--- config.mk ---
export PLATFORM = sky130hd
export DESIGN_NAME = wiper_interval_seq
export DESIGN_NICKNAME = d
export VERILOG_FILES = /design/src/rtl/wiper_pkg.sv /design/src/rtl/wiper_debounce.sv /design/src/rtl/wiper_por_hold.sv /design/src/rtl/wiper_seq_fsm.sv /design/src/rtl/wiper_interval_seq.sv
export SDC_FILE = /design/constraint.sdc
export NUM_CORES = 1
export LEC_CHECK = 0
export CAP_MARGIN = 15
export CORE_UTILIZATION = 58
export CTS_CLUSTER_SIZE = 30
export DETAILED_ROUTE_END_ITERATION = 12
export GPL_ROUTABILITY_DRIVEN = 0
export PLACE_DENSITY = 0.83
export SYNTH_ARGS = -nofsm -noshare
export SYNTH_HDL_FRONTEND = slang
export SYNTH_HIERARCHICAL = 1
export SYNTH_SLANG_ARGS = --single-unit
--- constraint.sdc ---
create_clock -name clk -period 2.5 [get_ports clk]
set_clock_uncertainty 0.05 [all_clocks]
set_input_delay 0.75 -clock clk [delete_from_list [all_inputs] [get_ports clk]]
set_output_delay 0.75 -clock clk [all_outputs]
set_load 0.03 [all_outputs]
--- src/rtl/wiper_pkg.sv ---
package wiper_pkg;
   typedef enum logic [1:0] {
      WS_IDLE   = 2'd0,
      WS_LEAVE  = 2'd1,
      WS_RETURN = 2'd2,
      WS_PAUSE  = 2'd3
   } wiper_st_e;
endpackage

--- src/rtl/wiper_debounce.sv ---
module wiper_debounce #(
   parameter int   DEB_CYCLES  = 4,
   parameter int   SYNC_STAGES = 2,
   parameter logic RST_VAL     = 1'b0
) (
   input  logic clk,
   input  logic rst_n,
   input  logic raw,
   output logic q
);
   localparam int CW = $clog2(DEB_CYCLES + 1);

   if (DEB_CYCLES < 1) begin : g_bad_deb
      $error("DEB_CYCLES must be at least 1");
   end
   if (SYNC_STAGES < 0) begin : g_bad_sync
      $error("SYNC_STAGES must not be negative");
   end

   logic s_in;

   if (SYNC_STAGES == 0) begin : g_nosync
      assign s_in = raw;
   end else begin : g_sync
      logic [SYNC_STAGES-1:0] chain;
      always_ff @(posedge clk or negedge rst_n) begin
         if (!rst_n) begin
            chain <= {SYNC_STAGES{RST_VAL}};
         end else begin
            chain[0] <= raw;
            for (int i = 1; i < SYNC_STAGES; i++) chain[i] <= chain[i-1];
         end
      end
      assign s_in = chain[SYNC_STAGES-1];
   end

   logic [CW-1:0] cnt;

   always_ff @(posedge clk or negedge rst_n) begin
      if (!rst_n) begin
         q   <= RST_VAL;
         cnt <= '0;
      end else if (s_in == q) begin
         cnt <= '0;
      end else if (cnt == CW'(DEB_CYCLES - 1)) begin
         q   <= s_in;
         cnt <= '0;
      end else begin
         cnt <= cnt + 1'b1;
      end
   end

   // the filtered level only ever moves to the sampled level
   a_r3_follows_input: assert property (@(posedge clk) disable iff (!rst_n)
      !$stable(q) |-> (q == $past(s_in)));
   // a mismatch that is still short of the threshold never flips the output
   a_r3_no_early_flip: assert property (@(posedge clk) disable iff (!rst_n)
      (s_in != q && cnt < CW'(DEB_CYCLES - 1)) |=> $stable(q));
endmodule

--- src/rtl/wiper_por_hold.sv ---
module wiper_por_hold #(
   parameter int POR_CYCLES = 16
) (
   input  logic clk,
   input  logic rst_n,
   output logic done
);
   localparam int PW = $clog2(POR_CYCLES + 1);

   if (POR_CYCLES < 1) begin : g_bad_por
      $error("POR_CYCLES must be at least 1");
   end

   logic [PW-1:0] cnt;

   always_ff @(posedge clk or negedge rst_n) begin
      if (!rst_n)                     cnt <= '0;
      else if (cnt != PW'(POR_CYCLES)) cnt <= cnt + 1'b1;
   end

   assign done = (cnt == PW'(POR_CYCLES));

   // once released, the hold stays released until the next reset
   a_r2_done_sticky: assert property (@(posedge clk) disable iff (!rst_n)
      done |=> done);
endmodule

--- src/rtl/wiper_seq_fsm.sv ---
module wiper_seq_fsm
   import wiper_pkg::*;
#(
   parameter int   PAUSE_W    = 8,
   parameter logic PARK_LEVEL = 1'b1
) (
   input  logic               clk,
   input  logic               rst_n,
   input  logic               en,
   input  logic               int_d,
   input  logic               park_d,
   input  logic [PAUSE_W-1:0] pause_ticks,
   output logic               relay_on,
   output logic               slow_sel
);
   if (PAUSE_W < 1) begin : g_bad_pw
      $error("PAUSE_W must be at least 1");
   end

   wiper_st_e          st, st_nx;
   logic [PAUSE_W-1:0] len_q, len_nx;
   logic [PAUSE_W-1:0] cnt_q, cnt_nx;
   logic               at_rest;

   assign at_rest = (park_d == PARK_LEVEL);

   always_comb begin
      st_nx  = st;
      len_nx = len_q;
      cnt_nx = cnt_q;
      unique case (st)
         WS_IDLE:   if (en && int_d) st_nx = WS_LEAVE;
         WS_LEAVE:  if (!at_rest) st_nx = WS_RETURN;
         WS_RETURN: begin
            if (at_rest) begin
               if (!int_d) begin
                  st_nx = WS_IDLE;
               end else if (pause_ticks == '0) begin
                  st_nx = WS_LEAVE;
               end else begin
                  st_nx  = WS_PAUSE;
                  len_nx = pause_ticks;
                  cnt_nx = '0;
               end
            end
         end
         WS_PAUSE: begin
            if (!int_d)                       st_nx = WS_IDLE;
            else if (cnt_q == len_q - 1'b1)   st_nx = WS_LEAVE;
            else                              cnt_nx = cnt_q + 1'b1;
         end
         default: st_nx = WS_IDLE;
      endcase
   end

   always_ff @(posedge clk or negedge rst_n) begin
      if (!rst_n) begin
         st    <= WS_IDLE;
         len_q <= '0;
         cnt_q <= '0;
      end else begin
         st    <= st_nx;
         len_q <= len_nx;
         cnt_q <= cnt_nx;
      end
   end

   assign relay_on = en && (st == WS_LEAVE || st == WS_RETURN);
   assign slow_sel = (st == WS_PAUSE);

   // a sweep in progress with the contact away from rest keeps the relay on
   a_r6_sweep_holds: assert property (@(posedge clk) disable iff (!rst_n)
      (st == WS_RETURN && !at_rest) |=> relay_on);
   // sweep end with the switch open goes quiet
   a_r9_quiet_on_open: assert property (@(posedge clk) disable iff (!rst_n)
      (st == WS_RETURN && at_rest && !int_d) |=> (!relay_on && !slow_sel));
   // zero pause chains straight into the next sweep
   a_r8_zero_pause: assert property (@(posedge clk) disable iff (!rst_n)
      (st == WS_RETURN && at_rest && int_d && pause_ticks == '0) |=> (relay_on && !slow_sel));
   // a pause not yet at its length keeps running
   a_r7_pause_runs: assert property (@(posedge clk) disable iff (!rst_n)
      (slow_sel && int_d && cnt_q != len_q - 1'b1) |=> slow_sel);
   // opening the switch abandons the pause
   a_r10_pause_abandon: assert property (@(posedge clk) disable iff (!rst_n)
      (slow_sel && !int_d) |=> (!slow_sel && !relay_on));
endmodule

--- src/rtl/wiper_interval_seq.sv ---
module wiper_interval_seq #(
   parameter int   DEB_CYCLES  = 4,
   parameter int   SYNC_STAGES = 2,
   parameter int   POR_CYCLES  = 16,
   parameter int   PAUSE_W     = 8,
   parameter logic PARK_LEVEL  = 1'b1
) (
   input  logic               clk,
   input  logic               rst_n,
   input  logic               int_raw,
   input  logic               park_raw,
   input  logic [PAUSE_W-1:0] pause_ticks,
   output logic               relay_on,
   output logic               slow_sel
);
   localparam int   NCH = 2;
   localparam logic INT_RST  = 1'b0;

   logic [NCH-1:0] raw_v, deb_v;
   logic           por_done;

   assign raw_v = {park_raw, int_raw};

   for (genvar c = 0; c < NCH; c++) begin : g_deb
      wiper_debounce #(
         .DEB_CYCLES (DEB_CYCLES),
         .SYNC_STAGES(SYNC_STAGES),
         .RST_VAL    ((c == 0) ? INT_RST : PARK_LEVEL)
      ) u_deb (
         .clk  (clk),
         .rst_n(rst_n),
         .raw  (raw_v[c]),
         .q    (deb_v[c])
      );
   end

   wiper_por_hold #(.POR_CYCLES(POR_CYCLES)) u_por (
      .clk  (clk),
      .rst_n(rst_n),
      .done (por_done)
   );

   wiper_seq_fsm #(.PAUSE_W(PAUSE_W), .PARK_LEVEL(PARK_LEVEL)) u_fsm (
      .clk        (clk),
      .rst_n      (rst_n),
      .en         (por_done),
      .int_d      (deb_v[0]),
      .park_d     (deb_v[1]),
      .pause_ticks(pause_ticks),
      .relay_on   (relay_on),
      .slow_sel   (slow_sel)
   );

   // relay held off during the power-on hold
   a_r2_hold_off: assert property (@(posedge clk) disable iff (!rst_n)
      !por_done |-> !relay_on);
   // outputs mutually exclusive
   a_r11_exclusive: assert property (@(posedge clk) disable iff (!rst_n)
      !(relay_on && slow_sel));
endmodule

Word-level counts from Yosys, hierarchy flattened
Cells that the tools add are included.

Output and inout port bits: 2. Register bits: 35. Logic and storage cells: 65. Input bits: 12.

Bitwise operators: 3. Muxes and demuxes: 18. Reduce and logical (&&, ||, !) cells: 11. Add/subtract/negate cells: 5. Eq/ne operators: 18.

Operator list (count): $mux W8 (5); $pmux W8 S2 (1); $mux W2 (7); $mux W3 (4); $ne A2 B2 Y1 const B (5); $add A8 B1 Y8 const B (1); $eq A8 B8 Y1 (1); $logic_not A8 Y1 (1); $pmux W2 S4 (1); $reduce_and A4 Y1 (2); $sub A8 B1 Y8 const B (1); $add A3 B1 Y3 const B (2); $eq A3 B2 Y1 const B (2); $reduce_and A6 Y1 (1); $add A5 B1 Y5 const B (1); $eq A5 B5 Y1 const B (1); $ne A5 B5 Y1 const B (1); $eq A2 B2 Y1 const B (2); $ne A2 B1 Y1 const B (2); $reduce_and A2 Y1 (2); $ne A3 B2 Y1 const B (1); $not A1 Y1 (3); $eq A1 B1 Y1 (2); $eq A2 B1 Y1 const B (1); other kinds (4) (5).

Logic depth before layout (Yosys ltp)
Gate-level depths: netlist of run 1.

Depth in word-level cells: 5. Mapped depth: 9. Depth with buffers taken out: 8.

Hierarchy
The synthesis of run 1 kept the hierarchy.

By module, submodules not included: wiper_seq_fsm (sequential area each 450.4 um^2, cells an instance 137, area each 1328.8 um^2, instances 1); wiper_por_hold (sequential area each 125.1 um^2, cells an instance 20, area each 252.7 um^2, instances 1); wiper_debounce at g_deb[0].u_deb (sequential area each 150.1 um^2, cells an instance 13, area each 229.0 um^2, instances 1); wiper_debounce at g_deb[1].u_deb (sequential area each 153.9 um^2, cells an instance 13, area each 220.2 um^2, instances 1).

Worst setup path before layout of run 1
Ideal clock, no wire load.

Kind: input -> register. Start: input port pause_ticks[3]. End: register u_fsm.cnt_q[7]. Data required time: 2.330 ns. Arrival: 2.296 ns. Path slack: 0.035 ns. Library setup time: 0.120 ns. Path buffers: 0. Stages on the path: 6. Path through: or4_1 o211ai_1 nand2_1 and4_1 a32o_1 a31o_1.

Longest elaborated chain between the ends: 3.

RTL lines: from (decl) (RTL line wiper_interval_seq.sv:12) `input logic [PAUSE_W-1:0] pause_ticks,`; $logic_not A8 Y1 (RTL line wiper_seq_fsm.sv:38) `end else if (pause_ticks == '0) begin`; $ne A2 B2 Y1 (no line); $reduce_and A6 Y1 (no line); to (signal assigned) (RTL line wiper_seq_fsm.sv:64) `cnt_q <= cnt_nx;`; to (decl) (RTL line wiper_seq_fsm.sv:22) `logic [PAUSE_W-1:0] cnt_q, cnt_nx;`.

Every way passes these cells. A chain may end at the register's enable or synchronous reset.

Worst setup path after layout of run 1
Start: register u_fsm.len_q[0]. End: register u_fsm.cnt_q[7].

Longest elaborated chain between the ends: 4.

RTL lines: from (decl) (RTL line wiper_seq_fsm.sv:21) `logic [PAUSE_W-1:0] len_q, len_nx;`; from (signal assigned) (RTL line wiper_seq_fsm.sv:63) `len_q <= len_nx;`; $sub A8 B1 Y8 (RTL line wiper_seq_fsm.sv:49) `else if (cnt_q == len_q - 1'b1) st_nx = WS_LEAVE;`; $eq A8 B8 Y1 (RTL line wiper_seq_fsm.sv:49); $ne A2 B2 Y1 (no line); $reduce_and A6 Y1 (no line).

Every way passes these cells.

==> reports/metrics.yaml, run 1 <==
detailed_routing:
  drc_errors: 0
  dr.first_iter.drc_count: 181
  vias: 1652
  firstDrtPassIters: 4
  drt_wl_total_um: 5090
  avgViaCountPerCell: 6.23
  antenna_left: 0
  wire_per_inst_um: 19.2
clocking:
  clkSinkCount: 35
  htree_levels: 2
  cts_root_buf: "clkbuf_4"
  cts-buffers-inserted: 5
  clockBufferDepth: 2
  clkTransAtPathRegs_ns: 0.12
  cts_tree: "done"
  clk_latency_ns: 0.34
pwr:
  p_per_area_nw_per_um2: 1090
  ir_drop_mv: 0.703
  p_leak_nw: 1.13
  finalPower_w: 0.00275
floorplanning:
  die_area_um2: 3740
  die_y_um: 61.2
  start_util_pct: 60.9
  die_x_um: 61.2
  io_pins: 14
  core_area_um2: 3340
  num_rows: 21
timing:
  setup_viol: 8
  period_share_pct: 104
  tightest_slew_ns: 0.459
  period_needed_ns: 2.61
  slew_headroom_pct: 69.4
  timing.final.ws_setup_ns: -0.107
  rsz0062_at_grt: "yes"
  max_freq_ghz: 0.384
  finalHoldViolCount: 0
  slew_violations: 0
yosys:
  synthesis.instances: 183
  synthArstFlopShare_pct: 100
  ys_types: 55
  avgSynthCellArea_um2: 11.1
  synth_top_cell_area_share_pct: 39.4
  ys_seq_area_share_pct: 43.3
  synth_area_um2: 2030
  synth_area_leaders: "dfrtp_1 39%, ha_1 6.2%, mux2_2 5.0%"
  yosys_most_used_dff: "dfrtp_1"
  synth-edff-count: 0
  yosysWarnings: 6
  yosysTopAreaCell: "dfrtp_1"
  ys_ff_latch: 35
  syn-num-nets: 205
layout:
  n_antenna_cell: 0
  nets: 240
  nFillCells: 231
  drive_above_1_share_pct: 32.4
  layout_common_cells: "32 x dfrtp_1, 20 x buf_4, 10 x nand2_1"
  syn2layout_area_growth_pct: 24.6
  post-route-util_pct: 75.8
  final_common_cell: "dfrtp_1"
global_route:
  antenna_found_initial: 0
  grt_max_degree: 36
  grt_first_pass_wirelength_um: 7240
  gr-usage-met1_pct: 31.3
  grt_use_total_pct: 27.4
  grt_use_met3_pct: 7.14
  gr-max-usage-layer: "met2"
  grtUsageMet2_pct: 45.8
  gr-total-overflow: 0
  grt_pass1_vias: 1599
critical_path:
  cp_max_fo: 4
  r2r_slack_ns: -0.11
  critPathTopFamily: "simple AND/OR/NAND/NOR gates"
  cp_num_buf_inv: 1
  r2r_cells: 7
  slowest_delay_ns: 0.58
  end_kind: "flop"
  critPathSlowestCell: "or4_4"
  arrival_ns: 2.80
  critical_path.cell_chain: "buf_4 > or4_4 > o221ai_1 > nor3b_4 > a211oi_4 > or3_1 > a31o_1"
  crit_type: "reg2reg"
  worst_ep_required_time_ns: 2.70
  reg2reg_to: "u_fsm/cnt_q[7]"
  r2r-start: "u_fsm/len_q[0]"
  cp-start-kind: "flop"
outcome:
  status: "finished, violations left"
  violations: "setup timing"
run:
  max_cap_violations: 0
worst_hold_path:
  worstHoldEndpoint: "g_deb[0].u_deb/g_sync.chain[1]"
  holdPathStages: 0
  hold_start: "g_deb[0].u_deb/g_sync.chain[0]"
  hold_class: "reg2reg"
placement:
  hpwl_um: 3230
  place_ws_ns: -0.440
  port_buffers: 13
## per-stage QoR
step                      hold slack [ns]  TNS [ns]  instances  area [µm²]
after detailed placement            0.299     -4.76        247        2250
after global placement              0.285     -3.92        247        2250
final                               0.321    -0.400        265        2530
after floorplan                     0.281         0        183        2030
after global routing                0.326     -1.26        265        2530
after CTS                           0.321         0        260        2390
## how the worst max path moves through the flow
stage,startpoint,to,cells past startpoint
2_1_floorplan,pause_ticks[3],u_fsm/cnt_q[7],6
3_3_place_gp,pause_ticks[3],u_fsm/cnt_q[7],7
3_5_place_dp,pause_ticks[3],u_fsm/cnt_q[7],7
4_1_cts,u_fsm/st[1],slow_sel,2
5_1_grt,u_fsm/len_q[0],u_fsm/cnt_q[7],7
6_report,u_fsm/len_q[0],u_fsm/cnt_q[7],7
## per-layer routing
layer | up-vias | part of all wire, %
li1 | 751 | -
met1 | 796 | 38
met2 | 76 | 52
met3 | 29 | 5.8
met4 | 0 | 4.1
met5 | - | 0
## flip-flops by register name, summed over array words and instances, names as in the netlist
register / cells
u_fsm/len_q: 8
u_fsm/cnt_q: 8
g_deb.u_deb/g_sync.chain: 4
u_por/cnt: 5
g_deb.u_deb/q: 2
g_deb.u_deb/cnt: 6
u_fsm/st: 2
## timing repair
item                       in CTS  in global routing
setup buffers                   5                  5
gates resized for setup         7                 22
hold buffers                    0                  0
pin swaps                       6                 15
setup endpoints to repair      10                 11
## worst register-to-register path, delay by kind of cell (launching register included)
| kind | cells | cell delay [ns] |
|---|---|---|
| flip-flops | 1 | 0.42 |
| AO/OA/AOI/OAI | 3 | 0.57 |
| AND/OR/NAND/NOR | 3 | 1.32 |
| buffers and inverters | 1 | 0.14 |
## cell type report
| cell class | count | area (µm²) | share of cell area, % |
|---|---|---|---|
| clock inverters | 3 | 43.8 | 1.73 |
| repair buffers | 33 | 288 | 11.4 |
| well taps | 46 | 57.6 | 2.27 |
| clock buffers | 5 | 37.5 | 1.48 |
| inverters | 8 | 30.0 | 1.19 |
| flip-flops and latches | 35 | 880 | 34.8 |
| multi-input cells | 135 | 1190 | 47.2 |
## synth_stat cells (3+ instances only)
cell type	number
mux2_2	9
and3_1	5
o211ai_1	3
dfstp_2	3
a41oi_1	5
and2_1	4
a211oi_1	4
ha_1	10
xnor2_1	9
a31oi_1	5
o21ai_0	3
nand2_1	10
nor2_1	8
xor2_1	3
nand2b_1	4
a21oi_1	8
dfrtp_1	32
nor2b_1	3
inv_1	8
## cells by family after synthesis
kind of cell | Yosys count | synth area share (%)
adder cells (fa/ha/maj) | 10 | 6.16
flip-flops | 35 | 43.3
XOR/XNOR | 12 | 5.18
multiplexers | 11 | 6.47
AO/OA/AOI/OAI | 41 | 14.6
AND/OR/NAND/NOR | 61 | 20.9
buffers and inverters | 13 | 3.39
## report_power, final
group,leakage [nW],internal (W),total (W),switching (W)
combinational,0.638,0.000681,0.00139,0.000712
clock,0.0452,0.000210,0.000410,0.000200
sequential,0.447,0.000720,0.000945,0.000225
Note: power is estimated with default switching activity, not from simulation.
==> run 2: changes to the inputs <==
- CAP_MARGIN: 15 -> 10
- CORE_UTILIZATION: 58 -> 60
- DONT_BUFFER_PORTS: not set -> 1
- PLACE_DENSITY: 0.83 -> 0.8
==> run 2 against run 1 <==
Compared with the run above:
- the flow now finishes without violations
- cell count decreased by 9.4%
- combinational power fell by 19%
- flip-flop and latch count stayed put
- critical endpoint unchanged
==> reports/metrics.yaml, run 2 (synthesis results as in run 1) <==
floorplanning:
  die_y_um: 60.2  # -1.6%
  start_util_pct: 64.9  # +4.1 points
  core_area_um2: 3130  # -6.3%
  io_pins: 14  # unchanged
  die_x_um: 60.2  # -1.6%
  num_rows: 20  # -4.8%
  die_area_um2: 3620  # -3.2%
clocking:
  clk_latency_ns: 0.34  # about the same
  clockBufferDepth: 2  # unchanged
  cts_tree: "done"
  htree_levels: 2  # unchanged
  cts-buffers-inserted: 5  # unchanged
  hold_buffers: 0  # unchanged
  cts_root_buf: "clkbuf_4"
  clkTransAtPathRegs_ns: 0.11  # about the same
  clkSinkCount: 35  # unchanged
run:
  max_cap_violations: 0  # unchanged
layout:
  final_common_cell: "dfrtp_1"
  nets: 217  # -9.6%
  syn2layout_area_growth_pct: 10.5
  n_antenna_cell: 0  # unchanged
  layout_common_cells: "31 x dfrtp_1, 10 x ha_1, 10 x nand2_1"
  drive_above_1_share_pct: 25.5  # -6.9 points
  reg_top3: "u_fsm/cnt_q (8), u_fsm/len_q (8), g_deb.u_deb/cnt (6)"
  nFillCells: 227  # -1.7%
timing:
  period_needed_ns: 2.48  # -0.132 ns
  tightest_slew_ns: 0.485  # +0.0264 ns
  slew_headroom_pct: 67.6  # -1.8 points
  period_share_pct: 99.0  # -5.3 points
  rsz0062_at_grt: "yes"
  max_freq_ghz: 0.404  # +5.3%
  setup_viol: 0  # -8
  slew_violations: 0  # unchanged
  holdWs_ns: 0.0375  # -0.283 ns
  finalHoldViolCount: 0  # unchanged
detailed_routing:
  avgViaCountPerCell: 6.33  # +1.6%
  firstDrtPassIters: 4  # unchanged
  drc_errors: 0  # unchanged
  drt_wl_total_um: 4170  # -18%
  antenna_left: 0  # unchanged
  dr.first_iter.drc_count: 67  # -63%
  wire_per_inst_um: 17.4  # -9.6%
  vias: 1520  # -8.0%
critical_path:
  crit_cells: 8  # +1
  critPathTopFamily: "compound AO/OA/AOI/OAI gates"
  cp_max_fo: 4  # unchanged
  critical_path.cell_chain: "inv_1 > ha_1 > or3b_4 > o31a_1 > o2111ai_2 > a211oi_2 > or3_1 > a31o_1"
  crit_type: "reg2reg"
  r2r_cells: 8  # +1
  critPathSlowestCell: "dfrtp_1"
  arrival_ns: 2.66  # -0.14 ns
  end_kind: "flop"
  worst_ep_required_time_ns: 2.68  # -0.02 ns
  cp-start-kind: "flop"
  slowest_delay_ns: 0.45  # -0.13 ns
  cp_num_buf_inv: 1  # unchanged
global_route:
  grt_pass1_vias: 1438  # -10%
  grt_first_pass_wirelength_um: 6640  # -8.2%
  grt_use_total_pct: 25.7  # -1.7 points
  antenna_found_initial: 0  # unchanged
  grt_max_degree: 36  # unchanged
  gr-total-overflow: 0  # unchanged
worst_hold_path:
  hold_class: "in2async"
placement:
  hpwl_um: 3030  # -6.0%
  port_buffers: 0  # -13
pwr:
  ir_drop_mv: 0.736  # +4.6%
  finalPower_w: 0.00249  # -9.5%
  p_per_area_nw_per_um2: 1110  # +2.0%
  p_leak_nw: 0.980  # -13%
outcome:
  status: "finished, final reports clean"
==> run 2: power by group <==
part,switching (W),internal [W]
sequential,0.000212,0.000722
clock,0.000183,0.000236
combinational,0.000594,0.000538
total,0.000990,0.00150
==> run 2: per-layer routing <==
layer  wire length, µm  global-route usage (%)
met5                 0                       0
met3               228                    6.49
met1              1820                    33.9
met4               119                    12.0
met2              2000                    39.6
==> run 2: through the flow <==
step / instances / setup TNS (ns) / worst slack (ns) / util [%] / area, µm²
after floorplan: 183 / 0 / 0.0345 / - / 2030
after global placement: 231 / 0 / 0.0306 / 67.6 / 2110
after detailed placement: 231 / -0.0456 / -0.0258 / 67.6 / 2110
after CTS: 239 / -0.00557 / -0.00557 / 70.5 / 2210
after global routing: 240 / -0.244 / -0.0532 / 71.8 / 2240
final: 240 / 0 / 0.0249 / 71.8 / 2240
==> run 2: final timing paths <==
path | start | endpoint | slack, ns
min in group clk | g_deb[0].u_deb/g_sync.chain[0] | g_deb[0].u_deb/g_sync.chain[1] | 0.31
setup / recovery | u_fsm/len_q[1] | u_fsm/cnt_q[7] | 0.02
hold reg to reg | g_deb[0].u_deb/g_sync.chain[0] | g_deb[0].u_deb/g_sync.chain[1] | 0.31
max in group asynchronous | rst_n | g_deb[1].u_deb/g_sync.chain[1] | 2.19
hold / removal | rst_n | g_deb[1].u_deb/cnt[1] | 0.04
setup reg to reg | u_fsm/len_q[1] | u_fsm/cnt_q[7] | 0.02
==> run 2: what timing repair did <==
| action | in CTS | in global routing |
|---|---|---|
| setup buffers | 0 | 1 |
| pin swaps | 1 | 5 |
| resized for setup | 1 | 8 |
| endpoints found under the setup margin | 7 | 10 |
==> run 2: final cells by class <==
class / instances / area [µm²] / area share (%)
clock inverter: 2 / 35.0 / 1.56
clock buffer: 6 / 51.3 / 2.29
tap: 44 / 55.1 / 2.45
multi-input combinational: 135 / 1110 / 49.6
timing repair buffer: 10 / 78.8 / 3.51
inverter: 8 / 30.0 / 1.34
sequential: 35 / 881 / 39.2
==> run 2: worst register-to-register path: stages (launching register included) <==
cell and delay (ns):
dfrtp_1 0.45, inv_1 0.08, ha_1 0.15, or3b_4 0.41, o31a_1 0.27, o2111ai_2 0.24, a211oi_2 0.12, or3_1 0.38
a31o_1 0.22
